==> src/rtl/wiper_pkg.sv <==
package wiper_pkg;
  typedef struct packed {
    logic a_close;
    logic wb_short;
  } term_sw_t;

  localparam term_sw_t TERM_RUN  = '{a_close: 1'b1, wb_short: 1'b0};
  localparam term_sw_t TERM_SHDN = '{a_close: 1'b0, wb_short: 1'b1};
endpackage

==> src/rtl/wiper_code_clamp.sv <==
module wiper_code_clamp #(
  parameter int CODE_W = 6,
  parameter int NUM_POS = 33,
  parameter int IDX_W = 6
) (
  input  logic [CODE_W-1:0] code_i,
  output logic [IDX_W-1:0]  idx_o,
  output logic              sat_o
);
  localparam int TOP = NUM_POS - 1;

  function automatic logic [IDX_W-1:0] clamp_pos(input logic [CODE_W-1:0] c);
    if (int'(c) >= TOP) return IDX_W'(TOP);
    return IDX_W'(c);
  endfunction

  function automatic logic is_sat(input logic [CODE_W-1:0] c);
    return int'(c) >= TOP;
  endfunction

  assign idx_o = clamp_pos(code_i);
  assign sat_o = is_sat(code_i);
endmodule

==> src/rtl/wiper_tap_onehot.sv <==
module wiper_tap_onehot #(
  parameter int NUM_POS = 33,
  parameter int IDX_W = 6
) (
  input  logic [IDX_W-1:0]   idx_i,
  output logic [NUM_POS-1:0] onehot_o
);
  for (genvar g = 0; g < NUM_POS; g++) begin : g_tap
    assign onehot_o[g] = (idx_i == IDX_W'(g));
  end
endmodule

==> src/rtl/wiper_tap_switch_dec.sv <==
module wiper_tap_switch_dec
  import wiper_pkg::*;
#(
  parameter int CODE_W = 6,
  parameter int NUM_POS = 33
) (
  input  logic                     clk,
  input  logic                     rst_n,
  input  logic [CODE_W-1:0]        code_i,
  input  logic                     shutdown_i,
  output logic [NUM_POS-1:0]       tap_en_o,
  output logic                     a_sw_en_o,
  output logic                     wb_short_o,
  output logic [((NUM_POS > 1) ? $clog2(NUM_POS) : 1)-1:0] pos_o
);
  localparam int IDX_W = (NUM_POS > 1) ? $clog2(NUM_POS) : 1;

  // Internal events brought out as named wires
  logic [IDX_W-1:0]   clamp_idx;
  logic               clamp_sat;
  logic [IDX_W-1:0]   sel_idx;
  logic [NUM_POS-1:0] sel_onehot;
  term_sw_t           term_nxt;
  term_sw_t           term_q;
  logic [NUM_POS-1:0] tap_q;
  logic [IDX_W-1:0]   pos_q;

  wiper_code_clamp #(.CODE_W(CODE_W), .NUM_POS(NUM_POS), .IDX_W(IDX_W)) clamp_i (
    .code_i (code_i),
    .idx_o  (clamp_idx),
    .sat_o  (clamp_sat)
  );

  assign sel_idx  = shutdown_i ? '0 : clamp_idx;
  assign term_nxt = shutdown_i ? TERM_SHDN : TERM_RUN;

  wiper_tap_onehot #(.NUM_POS(NUM_POS), .IDX_W(IDX_W)) onehot_i (
    .idx_i    (sel_idx),
    .onehot_o (sel_onehot)
  );

  // Single register stage: every switch enable moves on the same edge
  always_ff @(posedge clk or negedge rst_n) begin
    if (!rst_n) begin
      tap_q  <= NUM_POS'(1);
      term_q <= TERM_SHDN;
      pos_q  <= '0;
    end else begin
      tap_q  <= sel_onehot;
      term_q <= term_nxt;
      pos_q  <= sel_idx;
    end
  end

  assign tap_en_o   = tap_q;
  assign a_sw_en_o  = term_q.a_close;
  assign wb_short_o = term_q.wb_short;
  assign pos_o      = pos_q;

  assert_onehot_R6: assert property (@(posedge clk) disable iff (!rst_n)
    $countones(tap_en_o) == 1);

  assert_pos_match_R9: assert property (@(posedge clk) disable iff (!rst_n)
    tap_en_o[pos_o] == 1'b1);

  assert_shdn_state_R4: assert property (@(posedge clk) disable iff (!rst_n)
    shutdown_i |=> (tap_en_o[0] && !a_sw_en_o && wb_short_o && pos_o == '0));

  assert_run_terms_R5: assert property (@(posedge clk) disable iff (!rst_n)
    !shutdown_i |=> (a_sw_en_o && !wb_short_o));

  assert_saturate_R3: assert property (@(posedge clk) disable iff (!rst_n)
    (!shutdown_i && clamp_sat) |=> (pos_o == IDX_W'(NUM_POS - 1)));

  assert_follow_code_R2: assert property (@(posedge clk) disable iff (!rst_n)
    (!shutdown_i && !clamp_sat) |=> (pos_o == IDX_W'($past(code_i))));

  assert_clamp_range_R3: assert property (@(posedge clk) disable iff (!rst_n)
    int'(clamp_idx) <= NUM_POS - 1);
endmodule

==> config.mk <==
export PLATFORM = sky130hd
export DESIGN_NAME = wiper_tap_switch_dec
export DESIGN_NICKNAME = d
export VERILOG_FILES = /design/src/rtl/wiper_pkg.sv /design/src/rtl/wiper_code_clamp.sv /design/src/rtl/wiper_tap_onehot.sv /design/src/rtl/wiper_tap_switch_dec.sv
export SDC_FILE = /design/constraint.sdc
export NUM_CORES = 1
export LEC_CHECK = 0
export BUFFER_PORTS_ARGS = -buffer_cell sky130_fd_sc_hd__buf_2
export CAP_MARGIN = 5
export CORE_MARGIN = 3
export CORE_UTILIZATION = 48
export CTS_BUF_LIST = sky130_fd_sc_hd__clkbuf_16
export DETAILED_ROUTE_END_ITERATION = 8
export GPL_ROUTABILITY_DRIVEN = 0
export GPL_TIMING_DRIVEN = 0
export PLACE_DENSITY = 0.77
export SLEW_MARGIN = 20
export SYNTH_ARGS = -nofsm -noshare
export SYNTH_HDL_FRONTEND = slang
export SYNTH_SLANG_ARGS = --single-unit
==> constraint.sdc <==
create_clock -name clk -period 0.8 [get_ports clk]
set_input_delay 0.16 -clock clk [delete_from_list [all_inputs] [get_ports clk]]
set_output_delay 0.16 -clock clk [all_outputs]
set_load 0.05 [all_outputs]
==> metrics.txt <==
yosys warns=0; Starting Density=52.46%; core area=2853 µm²; worst vdd ir=1.595 mV; sw frac=24.98%; Critical path buffers and inverters=1; Req. time, crit path=0.64 ns; total grt overflow=0; minimum clock period=1.125 ns; Layout Area Growth over Synthesis=70.82%; Clock Pin Slew Worst Setup and Hold Paths=0.06 ns; row count=19; Internal Power=0.003484 W; clock power share=40.8%; TritonCTS clock tree=done; Final Non-Filler Cells=197; worst path cell trace=buf_8; Final Routed Wirelength=3.790 mm; DR iter-0 viols=18; combinational cell fraction of total power=13.3%; number of synthesized register bits=41; Crit. End Element=output pin; Worst slew margin=42.90%; Setup Total Neg Slack=-8.815 ns; post-route antenna net violation count=0; Final Worst Setup Slack=-0.3245 ns; clock root buffer=clkbuf_16; startpoint types=flop; Synth Area per Inst=14.39 µm²; Filler Cells Inserted=104; largest net degree at the start of global routing=42; WP data arrival=0.96 ns; first-pass GRT wire length=5.644 mm; fin nets=174; initial antenna violation count=0; total vias in the final route=1073; Fin Hold WS=-0.007924 ns; post-synthesis sequential area ratio=68.73%; Multi-input gate area=595.6 µm²; IO Pins=50; gr usage total=21.50%; Post-route DRC=0; fraction of layout cells with a size suffix above 1=68.07%; First-pass DRT Iterations=4; final setup vio count=59; Port Buf Inserts=49; max cap viols=0; CP max stage delay=0.54 ns; commonest non-fill, non-tap cell in the layout=buf_6; unrepaired setup endpoints after global routing=yes; Crit Path Category=flop to output pin; most frequent cells in the layout=buf_6, dfrtp_1, nor3_2, nor3_4, buf_4; Final Max Slew Viols=0; Post-Syn Area=1496 µm²; Crit Path Max Fanout=1; Hold Crit Class=input pin to async pin; number of library cell types mapped by synthesis=24; Cell Area, Placed=1899 µm²; Ant. Diodes=0; fmax=889.3 MHz; die width=61.84 µm; placed cell count=184; post-synthesis net count=113; final cycle utilization of the critical path=140.6%; CTS H-tree depth=2; Crit-path slowest cell=dfstp_2; Power per Cell Area=1817 nW/µm²; CTS Sinks=41; sw power=0.001160 W; CTS Buffer Depth=2; Seq pwr share=45.9%; WL/cell=19.24 µm; status=finished with violations; die area=3824 µm²; Static Leakage=1.185 nW; Cells after Synth=104; DP Wirelength=2.230 mm; failing checks=hold timing, setup timing; number of buffers created by CTS=5; Worst-Margin Slew=0.8564 ns; final instance area=2556 µm²; height of the die=61.84 µm; CP top delay family=flip-flops; Power Total=0.004644 W; vias in the first global route=1155; Final Hold Fails=19; Via density=5.447; register area=1028 µm²
## final cells by class
cell class                 count  share of cell area, %
clock buffer                   5                  4.895
sequential                    41                  40.24
multi-input combinational     51                  23.30
inverter                       1                 0.1468
timing repair buffer          59                  26.33
buffer                         6                  2.986
clock inverter                 3                 0.5874
tap                           31                  1.517
## power by group through the flow
stage                     clock, W  sequential [W]  combinational (W)
after detailed placement         0         0.00216           0.000449
after CTS                  0.00191         0.00213           0.000569
after global routing       0.00202         0.00213           0.000649
after floorplan                  0         0.00228           0.000176
final                      0.00190         0.00213           0.000617
after global placement           0         0.00216           0.000434
## through the flow
stage | hold WS, ns | utilization [%] | setup slack, ns
final | -0.007924 | 89.61 | -0.3245
after global routing | 0.05819 | 89.61 | -0.3442
after CTS | 0.02314 | 85.88 | -0.3254
after detailed placement | 0.3250 | 66.58 | -0.5094
after global placement | 0.2949 | 66.58 | -0.4340
after floorplan | -0.1356 | - | -0.2291
## worst paths after layout
check	startpoint	end	slack, ns	depth (start not counted)
setup / recovery	tap_en_o[0]	tap_en_o[0]	-0.32	1
hold / removal	rst_n	tap_en_o[6]	-0.008	1
max in group asynchronous	rst_n	pos_o[0]	0.27	1
min in group clk	code_i[1]	pos_o[1]	0.10	2
## cells in the mapped netlist (all sizes together)
cell type / instances / area, µm²
nand4bb: 1 / 11.26
or4: 1 / 7.510
nor2: 2 / 7.510
buf: 10 / 62.56
inv: 1 / 3.750
or3b: 2 / 17.52
a211oi: 6 / 45.04
a2111oi: 1 / 15.01
clkbuf: 1 / 3.750
nor4: 3 / 31.28
a21oi: 3 / 15.01
nor2b: 2 / 12.51
nand2b: 1 / 6.260
dfstp: 2 / 52.55
or4b: 2 / 20.02
a22oi: 1 / 7.510
nor3: 18 / 150.2
nand3b: 1 / 7.510
or2: 3 / 18.77
and2: 4 / 25.02
dfrtp: 39 / 975.9
## state kept, by name, summed over array words and instances (netlist names)
register	flops
tap_en_o	33
pos_o	6
a_sw_en_o	1
wb_short_o	1
## cells by family after synthesis
logic type             Yosys count  synth area share, %
flip-flops                      41                68.73
AND/OR/NAND/NOR                 40                21.07
AO/OA/AOI/OAI                   11                5.518
buffers and inverters           12                4.682
## repair_timing
action | in CTS | in global routing
buffers inserted | 8 | 1
gates resized for setup | 110 | 20
pin swaps | 5 | 5
endpoints found under the hold margin | 0 | 1
setup endpoints to repair | 71 | 68
hold buffers | 0 | 1
## per-layer routing
metal	global-route usage, %	up-vias	wire (µm)
met1	25.50	548	1539
met5	0	-	0
met4	11.21	0	93
li1	-	479	-
met3	5.992	10	149
met2	35.58	36	2007
No activity file was read; power rests on OpenSTA's default activity.
